File: config.mk
export PLATFORM = sky130hd
export DESIGN_NAME = wdt_protected
export DESIGN_NICKNAME = d
export VERILOG_FILES = /design/src/rtl/wdt_pkg.sv /design/src/rtl/wdt_ctrl_reg.sv /design/src/rtl/wdt_timeout.sv /design/src/rtl/wdt_protected.sv
export SDC_FILE = /design/constraint.sdc
export NUM_CORES = 1
export LEC_CHECK = 0
export BUFFER_PORTS_ARGS = -buffer_cell sky130_fd_sc_hd__buf_2
export CORE_AREA = 2 2 64 66
export CTS_BUF_LIST = sky130_fd_sc_hd__clkbuf_4
export CTS_CLUSTER_SIZE = 10
export DETAILED_ROUTE_END_ITERATION = 8
export DIE_AREA = 0 0 66 68
export HOLD_SLACK_MARGIN = 0.15
export PLACE_DENSITY = 0.79
export RECOVER_POWER = 50
export SYNTH_ARGS = -nofsm -noshare
export SYNTH_HDL_FRONTEND = slang
export SYNTH_SLANG_ARGS = --single-unit
File: constraint.sdc
create_clock -name clk -period 3.17 [get_ports clk]
set_clock_uncertainty 0.15 [all_clocks]
set_input_delay 0.634 -clock clk [delete_from_list [all_inputs] [get_ports clk]]
set_output_delay 0.634 -clock clk [all_outputs]
set_load 0.02 [all_outputs]
File: src/rtl/wdt_pkg.sv
// Package: shared types for the watchdog.
// Assumes the timeout select is three bits wide (eight codes).
package wdt_pkg;
    localparam int PSEL_W = 3;

    typedef struct packed {
        logic              chg_en;
        logic              en;
        logic [PSEL_W-1:0] psel;
    } wdt_ctrl_t;
endpackage

File: src/rtl/wdt_ctrl_reg.sv
// Control register with a self-closing unlock window.
// Setting enable is always accepted. Clearing enable needs the window to be
// open already, and so does a select change when prot_mode is high.
// Assumes a single system clock and a synchronous active-low reset.
module wdt_ctrl_reg
    import wdt_pkg::*;
#(
    parameter int UNLOCK_CYCLES = 4
) (
    input  logic             clk,
    input  logic             rst_n,
    input  logic             prot_mode,
    input  logic             wr_en,
    input  logic [4:0]       wr_data,
    output wdt_ctrl_t        ctrl
);
    localparam int WIN_W = $clog2(UNLOCK_CYCLES + 1);

    logic [WIN_W-1:0]  win_q;
    logic              en_q;
    logic [PSEL_W-1:0] psel_q;
    logic              win_open;
    logic              set_win;

    assign win_open = (win_q != '0);
    assign set_win  = wr_en && wr_data[4];

    // Unlock window: loaded on a bit-4 write, counts down to zero.
    always_ff @(posedge clk) begin
        if (!rst_n)       win_q <= '0;
        else if (set_win) win_q <= WIN_W'(UNLOCK_CYCLES);
        else if (win_open) win_q <= win_q - WIN_W'(1);
    end

    // Enable bit: set freely, cleared only inside an open window.
    always_ff @(posedge clk) begin
        if (!rst_n) en_q <= 1'b0;
        else if (wr_en) begin
            if (wr_data[3])    en_q <= 1'b1;
            else if (win_open) en_q <= 1'b0;
        end
    end

    // Timeout select: guarded by the window only in protected mode.
    always_ff @(posedge clk) begin
        if (!rst_n) psel_q <= '0;
        else if (wr_en && (!prot_mode || win_open)) psel_q <= wr_data[PSEL_W-1:0];
    end

    assign ctrl = '{chg_en: win_open, en: en_q, psel: psel_q};

    assert_guarded_disable_R8: assert property (@(posedge clk) disable iff (!rst_n)
        $fell(en_q) |-> $past(win_open));
    assert_window_closes_R9: assert property (@(posedge clk) disable iff (!rst_n)
        (win_q == WIN_W'(1) && !set_win) |=> !ctrl.chg_en);
    assert_window_opens_R9: assert property (@(posedge clk) disable iff (!rst_n)
        $rose(ctrl.chg_en) |-> $past(set_win));
    assert_locked_select_R10: assert property (@(posedge clk) disable iff (!rst_n)
        (prot_mode && !win_open) |=> $stable(psel_q));
endmodule

File: src/rtl/wdt_timeout.sv
// Timeout counter: counts watchdog ticks while enabled and raises a one-cycle
// fire pulse when the selected period (2^(BASE_LOG2+psel) ticks) is reached.
// Assumes wd_tick is already a single-cycle strobe in the clk domain.
module wdt_timeout
    import wdt_pkg::*;
#(
    parameter int BASE_LOG2 = 14
) (
    input  logic              clk,
    input  logic              rst_n,
    input  logic              en,
    input  logic [PSEL_W-1:0] psel,
    input  logic              kick,
    input  logic              tick,
    output logic              fire
);
    localparam int CNT_W = BASE_LOG2 + (1 << PSEL_W);

    logic [CNT_W-1:0] cnt_q;
    logic [CNT_W-1:0] cnt_inc;
    logic [CNT_W-1:0] period;
    logic             hit;
    logic             fire_q;

    assign period  = CNT_W'(1) << (CNT_W'(BASE_LOG2) + CNT_W'(psel));
    assign cnt_inc = cnt_q + CNT_W'(1);
    assign hit     = en && tick && !kick && (cnt_inc >= period);

    // Tick counter: cleared by kick, by a timeout or while disabled.
    always_ff @(posedge clk) begin
        if (!rst_n)                   cnt_q <= '0;
        else if (kick || !en || hit)  cnt_q <= '0;
        else if (tick)                cnt_q <= cnt_inc;
    end

    // Registered fire pulse, one cycle per timeout.
    always_ff @(posedge clk) begin
        if (!rst_n) fire_q <= 1'b0;
        else        fire_q <= hit;
    end

    assign fire = fire_q;

    assert_single_pulse_R6: assert property (@(posedge clk) disable iff (!rst_n)
        fire_q |=> !fire_q);
    assert_kick_clears_R5: assert property (@(posedge clk) disable iff (!rst_n)
        kick |=> (cnt_q == '0 && !fire_q));
    assert_fire_needs_tick_R4: assert property (@(posedge clk) disable iff (!rst_n)
        fire_q |-> $past(en && tick));
    assert_idle_when_off_R7: assert property (@(posedge clk) disable iff (!rst_n)
        !en |=> (cnt_q == '0));
endmodule

File: src/rtl/wdt_protected.sv
// Top of the watchdog: control register plus timeout counter.
// Readback packs reserved zeros above the control fields.
// Assumes all inputs are synchronous to clk.
module wdt_protected
    import wdt_pkg::*;
#(
    parameter int BASE_LOG2     = 14,
    parameter int UNLOCK_CYCLES = 4
) (
    input  logic       clk,
    input  logic       rst_n,
    input  logic       prot_mode,
    input  logic       reg_wr,
    input  logic [7:0] reg_wdata,
    output logic [7:0] reg_rdata,
    input  logic       kick,
    input  logic       wd_tick,
    output logic       wdt_rst
);
    wdt_ctrl_t ctrl;
    logic      unused_rsvd;

    assign unused_rsvd = ^reg_wdata[7:5];

    wdt_ctrl_reg #(.UNLOCK_CYCLES(UNLOCK_CYCLES)) u_ctrl (
        .clk       (clk),
        .rst_n     (rst_n),
        .prot_mode (prot_mode),
        .wr_en     (reg_wr),
        .wr_data   (reg_wdata[4:0]),
        .ctrl      (ctrl)
    );

    wdt_timeout #(.BASE_LOG2(BASE_LOG2)) u_timeout (
        .clk   (clk),
        .rst_n (rst_n),
        .en    (ctrl.en),
        .psel  (ctrl.psel),
        .kick  (kick),
        .tick  (wd_tick),
        .fire  (wdt_rst)
    );

    // Readback: reserved bits forced to zero.
    always_comb begin
        reg_rdata = {3'b000, ctrl};
    end

    assert_reset_clear_R1: assert property (@(posedge clk)
        !rst_n |=> (reg_rdata == 8'h00 && !wdt_rst));
endmodule

-- After elaboration in Yosys (flattened, before gate mapping)
Cells that the tools add are included.
- logic and storage cells: 33
- output and inout port bits: 9
- bits in latches: 0
- ROM bits: 0
- bits in writable memories: 0
- register bits: 30
- memories: 0
- input bits: 14
- add/subtract/negate cells: 3
- reductions and logical operators: 17
- equality and inequality tests: 0
- mux-type cells: 4
- divide/modulo/power cells: 0
- order comparisons: 1
- shift operators: 1
- bitwise operators: 1
- $mul: 0
- operators with widths (kind ; number):
    22-bit by 1-bit adder with 22-bit output, second input constant ; 1
    22-bit greater-or-equal comparator ; 1
    1-bit by 22-bit << shifter with 22-bit output, first input constant ; 1
    3-bit two-way mux ; 2
    4-bit by 3-bit adder with 5-bit output, first input constant ; 1
    1-bit logical AND ; 5
    2-bit nonzero test ; 2
    2-bit OR reduction ; 2
    1-bit zero test ; 3
    1-bit logical OR ; 3
    3-bit nonzero test ; 1
    3-bit by 1-bit subtractor with 3-bit output, second input constant ; 1
    1-bit two-way mux ; 2
    2-bit AND reduction ; 1
    1-bit NOT ; 1

-- Logic depth before layout (Yosys ltp)
Gate-level depths: netlist of the first run.
- depth in word-level cells: 6
- gate-level depth with buffers: 13
- depth with buffers taken out: 12

-- Cells and area by module
From an unflattened synthesis of the first run, not the netlist that was laid out.
- cell total of the unflattened synthesis: 265
- area total of the unflattened synthesis: 2133.3 um^2
- by module, submodules not included (module ; seq. area each (um^2) ; instances ; cells each ; area an instance (um^2)):
    wdt_timeout ; 460.4 ; 1 ; 219 ; 1749.2
    wdt_ctrl_reg ; 140.1 ; 1 ; 42 ; 357.8
    wdt_protected ; 0.0 ; 1 ; 4 ; 26.3

-- Least setup slack after synthesis of the first run
OpenSTA, ideal clock, no wires.
- kind: flip-flop to flip-flop
- start: reg u_timeout.cnt_q[0]
- end: reg u_timeout.cnt_q[10]
- path slack: 0.272 ns
- setup time: 0.128 ns
- buffers on the path: 1
- required time: 2.892 ns
- clock period less this slack: 2.898 ns
- arrival: 2.620 ns
- stages on the path, launching flop included: 14
- cells stage by stage: dfxtp_1 > ha_1 > nand3_1 > nor2_1 > and3_1 > nand3_1 > xnor2_1 > ha_1 > o21ai_0 > a22oi_1 > o2111ai_1 > nand3_1 > buf_1 > nor2_1
- word-level cells in the longest chain between the ends: 5
- ends and longest elaborated chain (item ; line ; text):
    start: declaration ; wdt_timeout.sv:19 ; logic [CNT_W-1:0] cnt_q;
    start signal: assignment ; wdt_timeout.sv:33 ; else if (tick) cnt_q <= cnt_inc;
    22-bit by 1-bit adder with 22-bit output ; wdt_timeout.sv:26 ; assign cnt_inc = cnt_q + CNT_W'(1);
    via u_timeout.cnt_inc[20] ; wdt_timeout.sv:20 ; logic [CNT_W-1:0] cnt_inc;
    22-bit greater-or-equal comparator ; wdt_timeout.sv:27 ; assign hit = en && tick && !kick && (cnt_inc >= period);
    1-bit logical AND ; wdt_timeout.sv:27 ;
    1-bit logical OR ; wdt_timeout.sv:32 ; else if (kick || !en || hit) cnt_q <= '0;
    2-bit OR reduction (no source line) ; -- ;
The timed path passes the listed nets, and every way through them passes these cells.
A chain may end at the register's enable or synchronous reset.

-- Final worst setup path of the first run
- start: reg u_timeout.cnt_q[14]
- end: reg u_timeout.cnt_q[13]
The elaborated chain is that of the path after synthesis.

==> out/metrics.cfg, run 1 <==
[synth]
distinct_cell_type_count_of_the_synthesized_netlist = 32
ys_dominant_reg_cell = dfxtp_1
part_of_the_yosys_area_used_for_sequential_elements_pct = 29.8
synthDominantAreaCellType = dfxtp_1
syn_inst = 254
synth.mux.area_fraction_pct = 1.49
leading_cell_types_by_total_area_after_synthesis = dfxtp_1, ha_1, xor2_1
post_synth_and_or_nand_nor_area_fraction_pct = 28.0
post_synth_xor_area_fraction_pct = 14.8
synth-edff-count = 0
yosys.area_share.adder_pct = 11.8
synth_top_family_by_area = simple AND/OR/NAND/NOR gates
postSynth.asyncResetShare_pct = 0
synth.cell_area_um2 = 2010
yosys.area.top_type_share_pct = 29.8
ys_ff_latch = 30
synth-warning-count = 0
avgSynthCellArea_um2 = 7.93
synth_compound_gate_area_share_pct = 7.76

[job]
maxCapViolations = 0

[die]
die_width_um = 66
die_area_um2 = 4490
core.rowCount = 23
fp.coreArea_um2 = 3860
start_util_pct = 52.2
fp.dieH_um = 68
num_io_pins = 23

[timing]
finalHoldViolCount = 0
fin_setup_tns_ps = 0
period_needed_ps = 2910
final.setup.worst_slack_ps = 259
max_freq_ghz = 0.344
final_max_slew_viol_count = 0
fin_crit_sh_pct = 91.8
report.final.setup_viol = 0
rsz0062_at_grt = no

[clocking]
path_clk_slew_ps = 90
clock_path_buffers = 2
cts_tree = built
clock_sink_count = 30
number_of_clock_buffers_inserted_by_tritoncts = 5
master_cell_of_the_clock_root_buffer = clkbuf_4
insertion_delay_ps = 330
cts.htree.levels = 2

[layout]
final_cells = 321
insertedDiodeCount = 0
layout.nets = 303
syn2layout_area_growth_pct = 10.1
drive_above_1_share_pct = 12.9
final_core_util_pct = 57.5

[placement]
io_buffers = 16
place_hpwl_mm = 2.64
place.detailed.instances = 313
gpl.final_weighted_congestion = 0.772
post-place-ws_ps = 137

[pwr]
internal_power_mw = 0.558
switching_share_of_power_pct = 33.5
irDropWorstVdd_mv = 0.250
power.static_leakage_nw = 0.923
combinationalPowerShare_pct = 25.2
p_sw_mw = 0.281
power.density_cell_area_nw_per_um2 = 378
sequentialPowerShare_pct = 49.0
power.share.clock_pct = 25.8
total_power_mw = 0.839

[global_routing]
largest_net_degree_at_the_start_of_global_routing = 24
track_usage_pct = 17.2
grt.overflow.total = 0
antenna_found_initial = 0
first_global_vias = 1516
grt_first_pass_wirelength_mm = 5.99

[setup_path]
crit_path_start_kind = flip-flop
setup_cp_type = reg -> reg
endpoint_kind = flip-flop
required_time_of_the_worst_setup_path_ps = 3250
critPathArrivalTime_ps = 2990
crit_path_max_fanout = 22

[routing]
route.detailed.vias_per_inst = 5.17
detail_route.wl_per_cell_um = 10.9
post-route-drc-count = 0
ant_nets = 0
route.final.wire_length_mm = 3.50
firstDrtPassIters = 4
drt-initial-drc-count = 53
vias = 1658

[outcome]
run_status = finished, final reports clean

[worst_hold_path]
min_path_type = reg -> reg

==> area by class of cell <==
type                            instances  area, um^2
Multi-Input combinational cell        199        1310
Sequential cell                        30         606
Inverter                               10        37.5
Fill cell                             363        1640
Clock inverter                          3        16.3
Clock buffer                            5        37.5
Timing Repair Buffer                   24         145
Tap cell                               50        62.6
==> per-stage QoR <==
| stage | instance area [um^2] | hold slack, ps |
|---|---|---|
| 2_1_floorplan | 2020 | 309 |
| 3_3_place_gp | 2150 | 319 |
| 3_5_place_dp | 2150 | 337 |
| 4_1_cts | 2200 | 352 |
| 5_1_grt | 2220 | 394 |
| 6_report | 2220 | 351 |
==> synth_stat cells, drive strengths merged (3+ instances only) <==
library cell,number
ha,19
buf,10
dfxtp,30
nor2b,6
nand2,27
clkbuf,7
nor3,3
and3,5
nand3,19
nor2,36
inv,10
xnor2,8
xor2,26
mux2i,3
a21oi,11
o21ai,8
a21boi,4
nand4,13
==> critical path, stage by stage, from the launching register on <==
cell and delay, ps:
dfxtp_1 390, nand4_1 210, nor4_4 430, nand3_2 180, nor2_1 160, xor2_1 200
ha_1 220, inv_1 60, a22oi_2 210, o2111ai_1 180, nand3_1 180, buf_12 170
nor2_1 60
==> registers in the layout, indices dropped and copies added (netlist names) <==
register and count:
u_timeout.fire 1, u_ctrl.psel_q 3, u_ctrl.win_q 3, u_timeout.cnt_q 22, u_ctrl.en_q 1
==> placed cells by master (no fill, tap or decap), types with 2 or more instances in the layout <==
master and n:
inv_1 10, ha_1 19, clkbuf_4 5, nand3_1 18
or3_1 2, and3_1 5, buf_4 7, nor2_1 35
buf_2 10, nand4_4 2, a21oi_1 11, a21boi_0 4
mux2i_1 3, dfxtp_2 4, xor2_1 26, dfxtp_1 26
o21ai_0 8, nand2_1 27, xnor2_1 8, conb_1 3
nor3_1 3, nand4_1 11, nor2b_1 6, clkbuf_1 6
==> final timing paths <==
path | cells after the start | startpoint | slack, ps | endpoint
worst max-delay path | 12 | u_timeout.cnt_q[14]$_SDFFE_PP0P_ | 260 | u_timeout.cnt_q[13]$_SDFFE_PP0P_
worst max register to register | 12 | u_timeout.cnt_q[14]$_SDFFE_PP0P_ | 260 | u_timeout.cnt_q[13]$_SDFFE_PP0P_
worst min register to register | 2 | u_ctrl.en_q$_SDFFE_PN0P_ | 350 | u_ctrl.en_q$_SDFFE_PN0P_
worst min-delay path | 2 | u_ctrl.en_q$_SDFFE_PN0P_ | 350 | u_ctrl.en_q$_SDFFE_PN0P_
==> power groups by stage <==
stage | combinational (mW) | clock (mW) | sequential (mW)
2_1_floorplan | 0.180 | 0 | 0.421
3_3_place_gp | 0.211 | 0 | 0.418
3_5_place_dp | 0.215 | 0 | 0.419
4_1_cts | 0.217 | 0.234 | 0.410
5_1_grt | 0.243 | 0.243 | 0.414
6_report | 0.211 | 0.217 | 0.411
==> timing repair <==
item / in CTS / in global routing
gates resized for setup: 0 / 9
setup buffers: 0 / 0
hold buffers: 0 / 0
endpoints found under the setup margin: 0 / 22
==> routing by layer <==
layer  vias up  share of wire, %  track usage (%)  wire (um)
met5         -                 0                0          0
met4         0               1.3             5.87         45
met3         5               4.6             4.61        161
met2        29                46             30.8       1620
met1       743                48             20.0       1670
li1        881                 -                -          -
==> cells by family after synthesis <==
kind of cell	Yosys count
and+or+nand+nor	113
xor gates and xnor gates	34
DFF	30
AOI/OAI and AO/OA	27
buffers and inverters	27
adders and majority gates	19
muxes	3
other	1
Note: power is estimated with default switching activity, not from simulation.
==> inputs of run 2 (changes only) <==
==> constraint.sdc (replaced) <==
create_clock -name clk -period 3.17 [get_ports clk]
set_clock_uncertainty 0.15 [all_clocks]
set_input_delay 0 -clock clk [delete_from_list [all_inputs] [get_ports clk]]
set_output_delay 0 -clock clk [all_outputs]
set_load 0.02 [all_outputs]
==> out/metrics.cfg, run 2 (same netlist as run 1, synthesis figures left out) <==
[pwr]
power.static_leakage_nw = 1.02  ; was 0.923 nW
power.density_cell_area_nw_per_um2 = 360  ; was 378 nW/um^2
irDropWorstVdd_mv = 0.182  ; was 0.250 mV
total_power_mw = 0.865  ; was 0.839 mW

[global_routing]
largest_net_degree_at_the_start_of_global_routing = 24  ; unchanged
grt_first_pass_wirelength_mm = 6.87  ; was 5.99 mm
track_usage_pct = 19.9  ; was 17.2%
first_global_vias = 1674  ; was 1516
grt.overflow.total = 0  ; unchanged
antenna_found_initial = 0  ; unchanged

[timing]
final_max_slew_viol_count = 0  ; unchanged
fin_crit_sh_pct = 92.6  ; was 91.8%
finalHoldViolCount = 0  ; unchanged
period_needed_ps = 2930  ; was 2910 ps
max_freq_ghz = 0.341  ; was 0.344 GHz
report.final.setup_viol = 0  ; unchanged

[setup_path]
cell_count_of_the_worst_reg_to_reg_path = 8  ; was 12
cpPeakStageDelay_ps = 580  ; was 430 ps
critPathArrivalTime_ps = 3000  ; was 2990 ps
setup_cp_type = reg -> reg  ; unchanged
dominant_delay_contributor_by_cell_family_on_the_critical_path = buffers and inverters  ; was simple AND/OR/NAND/NOR gates
cp_slowest_cell = dlygate4sd3_1  ; was nor4_4
endpoint_kind = flip-flop  ; unchanged
crit_path_max_fanout = 7  ; was 22
cp.depth = 8  ; was 12
r2r_setup_slack_ps = 240  ; was 260 ps
required_time_of_the_worst_setup_path_ps = 3240  ; was 3250 ps
critical_path.n_buffers_inverters = 3  ; was 2
critical_path_cell_by_cell = inv_1 -> ha_1 -> ha_1 -> a21oi_1 -> mux2i_1 -> dlygate4sd3_1 -> nor2b_1 -> dlygate4sd3_1  ; was nand4_1 -> nor4_4 -> nand3_2 -> nor2_1 -> xor2_1 -> ha_1 -> inv_1 -> a22oi_2 -> o2111ai_1 -> nand3_1 -> buf_12 -> nor2_1
crit_path_start_kind = flip-flop  ; unchanged

[layout]
final_common_cell = nor2_1  ; unchanged
stdcell_area_um2 = 2400  ; was 2220 um^2
drive_above_1_share_pct = 12.1  ; was 12.9%
layout.nets = 323  ; was 303
final.fill_count = 336  ; was 363
final-seq-area_um2 = 604  ; was 606 um^2
insertedDiodeCount = 0  ; unchanged
most-common-layout-cells = nor2_1, nand2_1, dfxtp_1  ; was nor2_1, nand2_1, xor2_1, dfxtp_1, ha_1
largest_reg_flops = 22  ; unchanged
max_flop_register = u_timeout.cnt_q  ; unchanged
syn2layout_area_growth_pct = 19.3  ; was 10.1%
multi_input_area_um2 = 1310  ; about the same
biggestRegsByFlops = u_timeout.cnt_q x22, u_ctrl.psel_q x3, u_ctrl.win_q x3  ; unchanged

[job]
maxCapViolations = 0  ; unchanged

[placement]
io_buffers = 16  ; unchanged
gpl.final_weighted_congestion = 0.770  ; was 0.772
placement.cell_area_um2 = 2150  ; unchanged
place_hpwl_mm = 2.76  ; was 2.64 mm

[clocking]
clock_sink_count = 30  ; unchanged
cts_tree = built  ; unchanged
master_cell_of_the_clock_root_buffer = clkbuf_4  ; unchanged
clock_path_buffers = 2  ; unchanged
cts.htree.levels = 2  ; unchanged
path_clk_slew_ps = 90  ; about the same
number_of_clock_buffers_inserted_by_tritoncts = 5  ; unchanged
insertion_delay_ps = 320  ; was 330 ps

[worst_hold_path]
min_path_type = reg -> reg  ; unchanged
hold_path_depth = 2  ; unchanged

[die]
fp.dieH_um = 68  ; unchanged
die_width_um = 66  ; unchanged
die_area_um2 = 4490  ; unchanged
fp.coreArea_um2 = 3860  ; unchanged
num_io_pins = 23  ; unchanged
start_util_pct = 52.2  ; unchanged
core.rowCount = 23  ; unchanged

[routing]
detail_route.wl_per_cell_um = 11.8  ; was 10.9 um
route.detailed.vias_per_inst = 5.16  ; was 5.17
post-route-drc-count = 0  ; unchanged
route.final.wire_length_mm = 4.02  ; was 3.50 mm
ant_nets = 0  ; unchanged
drt-initial-drc-count = 61  ; was 53
firstDrtPassIters = 4  ; unchanged
vias = 1753  ; was 1658

[outcome]
run_status = finished, final reports clean  ; unchanged

run 2: power by group:
group / leakage (nW) / switching, mW / internal [mW]
Combinational: 0.743 / 0.140 / 0.107
Clock: 0.0308 / 0.127 / 0.0795
Sequential: 0.244 / 0.0151 / 0.396
Total: 1.02 / 0.282 / 0.583
run 2: through the flow:
| step | utilization [%] | cells | setup WS, ps | hold slack (ps) | setup TNS (ps) |
|---|---|---|---|---|---|
| global placement | 55.7 | 313 | 217 | 106 | 0 |
| finish | 62.3 | 340 | 235 | 358 | 0 |
| detailed placement | 55.7 | 313 | 168 | 113 | 0 |
| global route | 62.3 | 340 | -16.6 | 378 | -124 |
| floorplan | - | 256 | 272 | -21.8 | 0 |
| CTS | 61.9 | 339 | 139 | 361 | 0 |
run 2: area by class of cell:
| class | instances | area share (%) |
|---|---|---|
| inverter | 10 | 1.56 |
| sequential | 30 | 25.1 |
| clock inverter | 2 | 0.416 |
| clock buffer | 5 | 1.56 |
| multi-input combinational | 199 | 54.4 |
| tap | 50 | 2.60 |
| timing repair buffer | 44 | 14.3 |
run 2: repair_timing:
| action | 4_1_cts | 5_1_grt |
|---|---|---|
| gates resized for setup | 0 | 5 |
| hold buffers | 19 | 0 |
| endpoints found under the setup margin | 0 | 22 |
| setup buffers | 0 | 1 |
| endpoints found under the hold margin | 30 | 0 |
run 2: worst register-to-register path, stage by stage (launching register included):
cell and delay, ps:
dfxtp_1 350, inv_1 50, ha_1 200, ha_1 290, a21oi_1 380, mux2i_1 230, dlygate4sd3_1 580, nor2b_1 50
dlygate4sd3_1 550
run 2: metal layers:
layer / vias to the layer above / share of wire, % / global-route usage, %
met1: 798 / 47 / 21.3
met2: 25 / 49 / 38.9
met4: 0 / 0.85 / 7.65
met5: - / 0 / 0
met3: 4 / 2.9 / 3.45
li1: 926 / - / -
run 2: worst paths after layout:
| check | from | endpoint |
|---|---|---|
| setup / recovery | u_ctrl.win_q[0]$_SDFFE_PP0P_ | u_ctrl.psel_q[0]$_SDFFE_PN0P_ |
| hold / removal | u_timeout.cnt_q[21]$_SDFFE_PP0P_ | u_timeout.cnt_q[21]$_SDFFE_PP0P_ |
| setup reg to reg | u_ctrl.win_q[0]$_SDFFE_PP0P_ | u_ctrl.psel_q[0]$_SDFFE_PN0P_ |
| hold reg to reg | u_timeout.cnt_q[21]$_SDFFE_PP0P_ | u_timeout.cnt_q[21]$_SDFFE_PP0P_ |
==> inputs of run 3 (changes only) <==
- clock period: 3.17 -> 3.5 ns (I/O delays scaled with it)
==> out/metrics.cfg, run 3 (same netlist as run 1, synthesis figures left out) <==
[die]
num_io_pins = 23  ; unchanged
fp.coreArea_um2 = 3860  ; unchanged
fp.dieH_um = 68  ; unchanged
core.rowCount = 23  ; unchanged
start_util_pct = 52.2  ; unchanged
die_width_um = 66  ; unchanged
die_area_um2 = 4490  ; unchanged

[clocking]
cts.htree.levels = 2  ; unchanged
number_of_clock_buffers_inserted_by_tritoncts = 5  ; unchanged
path_clk_slew_ps = 100  ; was 90 ps
cts_tree = built  ; unchanged
clock_path_buffers = 2  ; unchanged
master_cell_of_the_clock_root_buffer = clkbuf_4  ; unchanged
insertion_delay_ps = 340  ; was 320 ps
clock_sink_count = 30  ; unchanged

[timing]
final.setup.worst_slack_ps = 219  ; was 235 ps
fin_setup_tns_ps = 0  ; unchanged
hold_slack_ps = 366  ; was 358 ps
report.final.setup_viol = 0  ; unchanged
final_max_slew_viol_count = 0  ; unchanged
period_needed_ps = 3280  ; was 2930 ps
rsz0062_at_grt = no
max_freq_ghz = 0.305  ; was 0.341 GHz
finalHoldViolCount = 0  ; unchanged
fin_crit_sh_pct = 93.8  ; was 92.6%

[routing]
route.detailed.vias_per_inst = 5.09  ; was 5.16
drt-initial-drc-count = 64  ; was 61
post-route-drc-count = 0  ; unchanged
detail_route.wl_per_cell_um = 11.5  ; was 11.8 um
vias = 1721  ; was 1753
firstDrtPassIters = 4  ; unchanged
ant_nets = 0  ; unchanged
route.final.wire_length_mm = 3.88  ; was 4.02 mm

[worst_hold_path]
critical_hold_path_startpoint = u_timeout.cnt_q[19]$_SDFFE_PP0P_  ; was u_timeout.cnt_q[21]$_SDFFE_PP0P_
min_path_type = reg -> reg  ; unchanged
hold_path_depth = 2  ; unchanged
worstHoldEndpoint = u_timeout.cnt_q[19]$_SDFFE_PP0P_  ; was u_timeout.cnt_q[21]$_SDFFE_PP0P_

[layout]
most-common-layout-cells = nor2_1, nand2_1, dfxtp_1  ; unchanged
biggestRegsByFlops = u_timeout.cnt_q x22, u_ctrl.psel_q x3, u_ctrl.win_q x3  ; unchanged
max_flop_register = u_timeout.cnt_q  ; unchanged
final_common_cell = nor2_1  ; unchanged
layout.nets = 320  ; was 323
syn2layout_area_growth_pct = 18.8  ; was 19.3%
insertedDiodeCount = 0  ; unchanged
stdcell_area_um2 = 2390  ; was 2400 um^2
drive_above_1_share_pct = 10.8  ; was 12.1%
largest_reg_flops = 22  ; unchanged

[placement]
post-place-ws_ps = 410  ; was 168 ps
placement.cell_area_um2 = 2110  ; was 2150 um^2
place_hpwl_mm = 2.61  ; was 2.76 mm
io_buffers = 16  ; unchanged
gpl.final_weighted_congestion = 0.817  ; was 0.770

[global_routing]
grt.overflow.total = 0  ; unchanged
first_global_vias = 1669  ; was 1674
antenna_found_initial = 0  ; unchanged
track_usage_pct = 19.7  ; was 19.9%
largest_net_degree_at_the_start_of_global_routing = 24  ; unchanged
grt_first_pass_wirelength_mm = 6.80  ; was 6.87 mm

[setup_path]
endpoint_kind = flip-flop  ; unchanged
crit_path_start_kind = flip-flop  ; unchanged
r2r_start = u_timeout.cnt_q[1]$_SDFFE_PP0P_  ; was u_ctrl.win_q[0]$_SDFFE_PP0P_
required_time_of_the_worst_setup_path_ps = 3630  ; was 3240 ps
setup_cp_type = reg -> reg  ; unchanged
r2r_setup_slack_ps = 220  ; was 240 ps
cell_count_of_the_worst_reg_to_reg_path = 12  ; was 8
crit_path_max_fanout = 4  ; was 7
critPathArrivalTime_ps = 3410  ; was 3000 ps
rr_endpoint = u_timeout.fire$_SDFF_PN0_  ; was u_ctrl.psel_q[0]$_SDFFE_PN0P_

[pwr]
total_power_mw = 0.882  ; was 0.865 mW
power.density_cell_area_nw_per_um2 = 368  ; was 360 nW/um^2
irDropWorstVdd_mv = 0.235  ; was 0.182 mV
power.static_leakage_nw = 0.992  ; was 1.02 nW

[job]
maxCapViolations = 0  ; unchanged

[outcome]
run_status = finished, final reports clean  ; unchanged

[run 3: worst max path at each step]
| stage | start | endpoint | cells after the start |
|---|---|---|---|
| floorplan | u_timeout.cnt_q[0]$_SDFFE_PP0P_ | u_timeout.cnt_q[10]$_SDFFE_PP0P_ | 13 |
| global placement | u_timeout.cnt_q[12]$_SDFFE_PP0P_ | u_timeout.cnt_q[14]$_SDFFE_PP0P_ | 12 |
| detailed placement | u_timeout.cnt_q[0]$_SDFFE_PP0P_ | u_timeout.cnt_q[4]$_SDFFE_PP0P_ | 13 |
| CTS | u_timeout.cnt_q[12]$_SDFFE_PP0P_ | u_timeout.fire$_SDFF_PN0_ | 11 |
| global route | u_timeout.cnt_q[8]$_SDFFE_PP0P_ | u_timeout.fire$_SDFF_PN0_ | 11 |
| finish | u_timeout.cnt_q[1]$_SDFFE_PP0P_ | u_timeout.fire$_SDFF_PN0_ | 12 |
[run 3: worst max-delay path, stage by stage, from the launching register on]
cell and delay (ps):
dfxtp_1 400, ha_1 210, nand3_1 130, nor2_1 180, and3_1 240, nand3_1 100
xnor2_1 170, ha_1 320, o21ai_0 90, a22oi_1 270, o2111ai_1 200, a21boi_0 210
dlygate4sd3_1 560
[run 3: where the power goes]
part | total, mW | leakage (nW) | switching (mW) | internal (mW)
logic | 0.226 | 0.710 | 0.131 | 0.0959
registers | 0.372 | 0.244 | 0.0140 | 0.358
clock network | 0.283 | 0.0374 | 0.133 | 0.150
[run 3: layout make-up]
cell class / count / area (um^2)
clock buffers: 5 / 37.5
clock inverters: 3 / 45.0
fillers: 357 / 1460
inverters: 10 / 37.5
multi-input cells: 199 / 1300
flip-flops and latches: 30 / 604
well taps: 50 / 62.6
repair buffers: 41 / 308
[run 3: what timing repair did]
item,CTS,global route
hold buffers,20,0
endpoints found under the setup margin,0,1
gates resized for setup,0,4
setup buffers,0,1
hold endpoints to repair,30,0
[run 3: routing by layer]
layer / GRT usage [%] / up-vias / wire length, um / share of wire (%)
met4: 6.89 / 0 / 47 / 1.2
met1: 21.0 / 775 / 1790 / 46
met5: 0 / - / 0 / 0
met3: 4.44 / 5 / 132 / 3.4
met2: 38.0 / 25 / 1910 / 49
li1: - / 916 / - / -
[run 3: stage by stage]
| step | cells | util (%) |
|---|---|---|
| floorplan | 256 | - |
| global placement | 309 | 54.6 |
| detailed placement | 309 | 54.6 |
| CTS | 337 | 62.0 |
| global route | 338 | 62.1 |
| finish | 338 | 62.1 |
